`src/rtl/sdseq_pkg.sv`:
```
package sdseq_pkg;

  typedef enum logic [1:0] {
    PH_POWER  = 2'd0,
    PH_SETTLE = 2'd1,
    PH_INTEG  = 2'd2
  } phase_e;

  localparam int SC_OFFSET = 130;
  localparam int SC_GAIN   = 81;
  localparam int SC_SHIFT  = 8;
  localparam int SC_LIMIT  = 100;

  // Offset, multiply, shift and clamp a raw reading to 0..100.
  function automatic logic [6:0] scale_reading(input logic [15:0] raw);
    logic [15:0] diff;
    logic [22:0] prod;
    logic [14:0] shifted;
    if (raw < 16'(SC_OFFSET)) return 7'd0;
    diff    = raw - 16'(SC_OFFSET);
    prod    = 23'(diff) * 23'(SC_GAIN);
    shifted = 15'(prod >> SC_SHIFT);
    if (shifted > 15'(SC_LIMIT)) return 7'(SC_LIMIT);
    return shifted[6:0];
  endfunction

endpackage

```
`src/rtl/sdseq_timer.sv`:
```
module sdseq_timer
  import sdseq_pkg::*;
#(
  parameter int POWER_CYC  = 384000,
  parameter int SETTLE_CYC = 64000,
  parameter int INTEG_CYC  = 64000
) (
  input  logic   clk,
  input  logic   rst,
  output phase_e phase,
  output logic   last_cyc
);
  localparam int MAX_PS  = (POWER_CYC > SETTLE_CYC) ? POWER_CYC : SETTLE_CYC;
  localparam int MAX_LEN = (MAX_PS > INTEG_CYC) ? MAX_PS : INTEG_CYC;
  localparam int CW      = (MAX_LEN > 1) ? $clog2(MAX_LEN) : 1;

  logic [CW-1:0] cnt_q;
  logic [CW-1:0] len_m1;
  phase_e        phase_q;

  always_comb begin
    case (phase_q)
      PH_POWER:  len_m1 = CW'(POWER_CYC - 1);
      PH_SETTLE: len_m1 = CW'(SETTLE_CYC - 1);
      default:   len_m1 = CW'(INTEG_CYC - 1);
    endcase
  end

  assign last_cyc = (cnt_q == len_m1);
  assign phase    = phase_q;

  always_ff @(posedge clk) begin
    if (rst) begin
      cnt_q   <= '0;
      phase_q <= PH_POWER;
    end else if (last_cyc) begin
      cnt_q <= '0;
      case (phase_q)
        PH_POWER:  phase_q <= PH_SETTLE;
        PH_SETTLE: phase_q <= PH_INTEG;
        default:   phase_q <= PH_POWER;
      endcase
    end else begin
      cnt_q <= cnt_q + 1'b1;
    end
  end

  // windows follow power -> settle -> integrate -> power, never skipping
  a_r1_power_to_settle: assert property (@(posedge clk) disable iff (rst)
    ($past(phase_q) == PH_POWER && phase_q != PH_POWER) |-> phase_q == PH_SETTLE);
  a_r1_settle_to_integ: assert property (@(posedge clk) disable iff (rst)
    ($past(phase_q) == PH_SETTLE && phase_q != PH_SETTLE) |-> phase_q == PH_INTEG);
  // a window is left only after its final cycle
  a_r1_leave_on_last: assert property (@(posedge clk) disable iff (rst)
    (phase_q != $past(phase_q)) |-> $past(last_cyc));

endmodule

```
`src/rtl/sdseq_modulator.sv`:
```
module sdseq_modulator
  import sdseq_pkg::*;
#(
  parameter int DIV   = 125,
  parameter int RES_W = 9
) (
  input  logic         clk,
  input  logic         rst,
  input  phase_e       phase,
  input  logic         last_cyc,
  input  logic         cmp_async,
  output logic         fb,
  output logic         win_end,
  output logic [RES_W:0] count_next
);
  localparam int DW = (DIV > 1) ? $clog2(DIV) : 1;

  logic          cmp_s1, cmp_s2;
  logic [DW-1:0] div_q;
  logic          tick;
  logic          fb_q;
  logic          count_inc;
  logic [RES_W:0] count_q;

  always_ff @(posedge clk) begin
    if (rst) begin
      cmp_s1 <= 1'b0;
      cmp_s2 <= 1'b0;
    end else begin
      cmp_s1 <= cmp_async;
      cmp_s2 <= cmp_s1;
    end
  end

  // sample-tick divider, realigned at every window boundary
  always_ff @(posedge clk) begin
    if (rst || phase == PH_POWER || last_cyc || div_q == DW'(DIV - 1))
      div_q <= '0;
    else
      div_q <= div_q + 1'b1;
  end

  assign tick = (phase != PH_POWER) && (div_q == DW'(DIV - 1));

  always_ff @(posedge clk) begin
    if (rst || phase == PH_POWER) fb_q <= 1'b0;
    else if (tick)                fb_q <= ~cmp_s2;
  end

  assign fb = fb_q & (phase != PH_POWER);

  assign count_inc  = (phase == PH_INTEG) && tick && cmp_s2;
  assign count_next = count_q + {{RES_W{1'b0}}, count_inc};
  assign win_end    = (phase == PH_INTEG) && last_cyc;

  always_ff @(posedge clk) begin
    if (rst || (phase == PH_SETTLE && last_cyc)) count_q <= '0;
    else if (count_inc)                          count_q <= count_next;
  end

  // feedback is quiet while the sensor is powered
  a_r2_fb_quiet_in_power: assert property (@(posedge clk) disable iff (rst)
    phase == PH_POWER |-> !fb);
  // the count starts every integrate window at zero
  a_r3_count_cleared: assert property (@(posedge clk) disable iff (rst)
    ($past(phase) == PH_SETTLE && phase == PH_INTEG) |-> count_q == '0);
  // one window never holds more ticks than 2**RES_W
  a_r4_count_cap: assert property (@(posedge clk) disable iff (rst)
    count_q <= (RES_W+1)'(2**RES_W));

endmodule

```
`src/rtl/sdseq_result.sv`:
```
module sdseq_result
  import sdseq_pkg::*;
#(
  parameter int RES_W = 9
) (
  input  logic             clk,
  input  logic             rst,
  input  logic             win_end,
  input  logic [RES_W:0]   count_next,
  output logic [RES_W-1:0] raw,
  output logic [6:0]       scaled,
  output logic             valid
);
  localparam int RAW_MAX = 2**RES_W - 1;

  logic [RES_W-1:0] sat_val;

  assign sat_val = (count_next > (RES_W+1)'(RAW_MAX)) ? RES_W'(RAW_MAX)
                                                       : count_next[RES_W-1:0];

  always_ff @(posedge clk) begin
    if (rst) begin
      raw    <= '0;
      scaled <= '0;
      valid  <= 1'b0;
    end else begin
      valid <= win_end;
      if (win_end) begin
        raw    <= sat_val;
        scaled <= scale_reading(16'(sat_val));
      end
    end
  end

  // the strobe lasts one cycle
  a_r5_valid_single: assert property (@(posedge clk) disable iff (rst)
    valid |=> !valid);
  // results move only together with the strobe
  a_r5_raw_hold: assert property (@(posedge clk) disable iff (rst)
    (raw != $past(raw) || scaled != $past(scaled)) |-> valid);
  // the scaled reading never passes the clamp
  a_r6_scaled_cap: assert property (@(posedge clk) disable iff (rst)
    scaled <= 7'(SC_LIMIT));

endmodule

```
`src/rtl/sensor_sd_sequencer.sv`:
```
module sensor_sd_sequencer
  import sdseq_pkg::*;
#(
  parameter int CYCLES_PER_US = 250,
  parameter int POWER_US      = 1536,
  parameter int SETTLE_US     = 256,
  parameter int INTEG_US      = 256,
  parameter int RES_W         = 9
) (
  input  logic             clk,
  input  logic             rst,
  input  logic             sd_cmp,
  output logic             sensor_pwr_en,
  output logic             sd_fb,
  output logic [RES_W-1:0] raw_value,
  output logic [6:0]       scaled_value,
  output logic             value_valid
);
  localparam int POWER_CYC  = CYCLES_PER_US * POWER_US;
  localparam int SETTLE_CYC = CYCLES_PER_US * SETTLE_US;
  localparam int INTEG_CYC  = CYCLES_PER_US * INTEG_US;
  localparam int DIV        = INTEG_CYC / (2**RES_W);

  phase_e         phase;
  logic           last_cyc;
  logic           win_end;
  logic [RES_W:0] count_next;

  sdseq_timer #(
    .POWER_CYC (POWER_CYC),
    .SETTLE_CYC(SETTLE_CYC),
    .INTEG_CYC (INTEG_CYC)
  ) u_timer (
    .clk     (clk),
    .rst     (rst),
    .phase   (phase),
    .last_cyc(last_cyc)
  );

  sdseq_modulator #(
    .DIV  (DIV),
    .RES_W(RES_W)
  ) u_mod (
    .clk       (clk),
    .rst       (rst),
    .phase     (phase),
    .last_cyc  (last_cyc),
    .cmp_async (sd_cmp),
    .fb        (sd_fb),
    .win_end   (win_end),
    .count_next(count_next)
  );

  sdseq_result #(
    .RES_W(RES_W)
  ) u_res (
    .clk       (clk),
    .rst       (rst),
    .win_end   (win_end),
    .count_next(count_next),
    .raw       (raw_value),
    .scaled    (scaled_value),
    .valid     (value_valid)
  );

  assign sensor_pwr_en = (phase == PH_POWER);

  // power and feedback are never both active at the pins
  a_r2_pins_exclusive: assert property (@(posedge clk) disable iff (rst)
    sensor_pwr_en |-> !sd_fb);
  // a new result always opens a power window
  a_r5_valid_in_power: assert property (@(posedge clk) disable iff (rst)
    value_valid |-> sensor_pwr_en);

endmodule

```
`config.mk`:
```
export PLATFORM = sky130hd
export DESIGN_NAME = sensor_sd_sequencer
export DESIGN_NICKNAME = d
export VERILOG_FILES = /design/src/rtl/sdseq_pkg.sv /design/src/rtl/sdseq_timer.sv /design/src/rtl/sdseq_modulator.sv /design/src/rtl/sdseq_result.sv /design/src/rtl/sensor_sd_sequencer.sv
export SDC_FILE = /design/constraint.sdc
export NUM_CORES = 1
export LEC_CHECK = 0
export ABC_CLOCK_PERIOD_IN_PS = 8170
export BUFFER_PORTS_ARGS = -buffer_cell sky130_fd_sc_hd__buf_2
export CAP_MARGIN = 15
export CORE_MARGIN = 5
export CORE_UTILIZATION = 45
export CTS_CLUSTER_DIAMETER = 80
export DETAILED_ROUTE_END_ITERATION = 12
export PLACE_DENSITY = 0.59
export SYNTH_ARGS = -nofsm -noshare
export SYNTH_HDL_FRONTEND = slang
export SYNTH_SLANG_ARGS = --single-unit
```
`constraint.sdc`:
```
create_clock -name clk -period 8.17 [get_ports clk]
set_input_delay 1.634 -clock clk [delete_from_list [all_inputs] [get_ports clk]]
set_output_delay 1.634 -clock clk [all_outputs]
set_load 0.03 [all_outputs]
```
==> insert_results.sql <==
INSERT INTO impl_metrics (metric_group, metric, value, unit) VALUES
('global_routing', 'grt_pass1_vias', '3418', ''),
('finish', 'post_route_cells_drive_above_1_share', '11.5', '%'),
('die', 'dieArea', '0.0115', 'mm^2'),
('place', 'detailed_place.area', '0.00445', 'mm^2'),
('global_routing', 'maximum_number_of_pins_on_one_net_before_global_route_repair', '26', ''),
('timing', 'rsz0062_at_grt', 'no', ''),
('cts', 'post_cts.resized_instances', '0', ''),
('power_and_ir_drop', 'p_leak', '1.95', 'nW'),
('power_and_ir_drop', 'sw_frac_of_total', '23.0', '%'),
('setup_path', 'r2r_slack', '0.60', 'ns'),
('timing', 'worst_slew_margin_rel', '38.0', '%'),
('timing', 'totalNegativeSetupSlack', '0', 'ns'),
('setup_path', 'worstPathMaxFanout', '15', ''),
('cts', 'postCtsHoldBufs', '0', ''),
('power_and_ir_drop', 'power.share.clock', '47.1', '%'),
('timing', 'timing.final.hold_violations', '0', ''),
('global_routing', 'grt_pass1_wl', '16.5', 'mm'),
('timing', 'finClkSkew', '0.0152', 'ns'),
('cts', 'cts_num_sinks', '58', ''),
('finish', 'antenna_cells', '0', ''),
('yosys', 'most_numerous_cell_in_the_yosys_netlist', 'nor2_1', ''),
('routing', 'vias', '3543', ''),
('global_routing', 'grt_overflow', '0', ''),
('power_and_ir_drop', 'intPower', '0.427', 'mW'),
('min_path', 'holdCritPathClass', 'flip-flop to flip-flop', ''),
('power_and_ir_drop', 'p_comb_share', '1.4', '%'),
('timing', 'fmax', '132', 'MHz'),
('yosys', 'synth_top_area_cell', 'dfxtp_1', ''),
('cts', 'cts_setup_buffers', '0', ''),
('routing', 'first_pass_iters', '4', ''),
('yosys', 'post_synth_num_cell_types', '63', ''),
('finish', 'final_nets', '582', ''),
('yosys', 'ys_top_cells_by_area', 'dfxtp_1, ha_1, nor2_1', ''),
('timing', 'fin_crit', '7.57', 'ns'),
('power_and_ir_drop', 'seqPwrFrac', '51.5', '%'),
('setup_path', 'timing.critical_path.arrival', '7.79', 'ns'),
('setup_path', 'worstSetupPathType', 'flip-flop to flip-flop', ''),
('yosys', 'dominant_register_cell_in_the_synthesized_netlist', 'dfxtp_1', ''),
('yosys', 'synthCells', '513', ''),
('routing', 'wl', '9.62', 'mm'),
('flow_run', 'max_cap_violations', '0', ''),
('cts', 'tritoncts', 'done', ''),
('yosys', 'synth_area', '0.00427', 'mm^2'),
('place', 'hpwl', '7.39', 'mm'),
('power_and_ir_drop', 'fin_total_pwr', '0.554', 'mW'),
('yosys', 'synth_top_area_share', '27.2', '%'),
('timing', 'setup_violations', '0', ''),
('power_and_ir_drop', 'p_switching', '0.127', 'mW'),
('setup_path', 'timing.critical_path.slowest_cell_delay', '0.54', 'ns'),
('power_and_ir_drop', 'worst_ir_drop_vdd', '63.9', 'uV'),
('die', 'floorplan.die.width', '107', 'um'),
('timing', 'finalCritPeriodShare', '92.7', '%'),
('cts', 'cts_buffer_depth', '2', ''),
('yosys', 'ys_ff_latch', '58', ''),
('finish', 'multi_input_comb_area', '0.00286', 'mm^2'),
('yosys', 'synth-async-reset-ratio', '0', '%'),
('place', 'placement.io_buffers', '21', ''),
('timing', 'final-max-slew-violation-count', '0', ''),
('setup_path', 'endpoint_kind', 'flip-flop', ''),
('routing', 'drc', '0', ''),
('die', 'dieHeight', '107', 'um'),
('setup_path', 'timing.critical_path.required', '8.39', 'ns'),
('yosys', 'synth_common_cells', 'nor2_1, dfxtp_1, ha_1', ''),
('setup_path', 'cell_with_the_largest_stage_delay_on_the_worst_path', 'or4_4', ''),
('yosys', 'synth.yosys.seq_area_share', '27.2', '%'),
('yosys', 'post_synth.cell_area_avg', '8.33', 'um^2'),
('outcome', 'outcome', 'finished clean', ''),
('cts', 'htreeDepth', '3', ''),
('yosys', 'synth_fp_nets', '569', ''),
('die', 'floorplan.initialDensity', '46.3', '%'),
('cts', 'clock_root_cell', 'clkbuf_8', '');
==> through the flow <==
step / cells / setup WS, ns / util, %
6_report: 660 / 0.600 / 50.3
5_1_grt: 660 / 0.0762 / 50.3
4_1_cts: 660 / 0.298 / 50.2
3_5_place_dp: 644 / 0.345 / 48.1
3_3_place_gp: 644 / 0.613 / 48.1
2_1_floorplan: 513 / 0.911 / -
==> power by group through the flow <==
| stage | Sequential (mW) | Combinational [mW] | Clock [mW] |
|---|---|---|---|
| after floorplan | 0.292 | 0.00574 | 0 |
| after global placement | 0.292 | 0.00774 | 0 |
| after detailed placement | 0.292 | 0.00770 | 0 |
| after CTS | 0.285 | 0.00775 | 0.271 |
| after global routing | 0.286 | 0.00873 | 0.285 |
| final | 0.286 | 0.00757 | 0.261 |
==> layout make-up <==
class,count,area share [%]
tap,129,3.47
timing repair buffer,23,2.58
clock inverter,7,1.48
multi-input combinational,393,61.5
inverter,41,3.31
sequential,58,25.0
clock buffer,9,2.66
==> final timing paths <==
check	startpoint	depth (start not counted)	end
setup / recovery	u_mod.div_q[0]	30	u_res.scaled[1]
hold / removal	u_res.scaled[4]	2	u_res.scaled[4]
setup reg to reg	u_mod.div_q[0]	30	u_res.scaled[1]
hold reg to reg	u_res.scaled[4]	2	u_res.scaled[4]
==> layer usage <==
layer	share of wire (%)	vias to the layer above	wire length, um	GRT usage [%]
met5	0	-	0	0
met4	0.81	0	78	5.05
met3	2.8	7	272	2.76
met2	48	39	4650	30.1
met1	48	1680	4620	22.8
li1	-	1817	-	-
==> layout by cell type, fill, tap and decap left out, drive strengths merged, types with 5 or more instances in the layout <==
cell,instances
ha,45
xor2,26
fa,8
buf,23
mux2i,5
o31ai,5
nor2b,5
and3,11
xnor2,23
nand2,34
nand4,12
dfxtp,58
a211oi,8
a311oi,6
o21ai,12
inv,42
and2,5
nand3,23
nor2,74
clkbuf,9
a21oi,20
nor3,11
==> cell families after synthesis <==
kind of cell | count (synthesis) | share of synthesized area (%)
xor+xnor | 49 | 10.4
compound gates | 89 | 15.6
buf+inv | 62 | 6.18
flops | 58 | 27.2
simple gates | 197 | 22.5
fa+ha+maj | 53 | 16.9
mux | 5 | 1.17
==> critical path: cells and delay by family (launching register included) <==
| family | cells | cell delay [ns] |
|---|---|---|
| adders and majority gates | 8 | 2.53 |
| and+or+nand+nor | 8 | 2.27 |
| AOI/OAI and AO/OA | 7 | 1.71 |
| buffers and inverters | 6 | 0.43 |
| DFF | 1 | 0.34 |
| xor gates and xnor gates | 1 | 0.17 |
==> sequential cells by signal (all words and copies together) (netlist names), 2 cells and up <==
register / count
u_timer.cnt_q: 19
u_mod.count_q: 10
u_res.raw: 9
u_mod.div_q: 7
u_res.scaled: 7
u_timer.phase: 2
No activity file was read; power rests on OpenSTA's default activity.
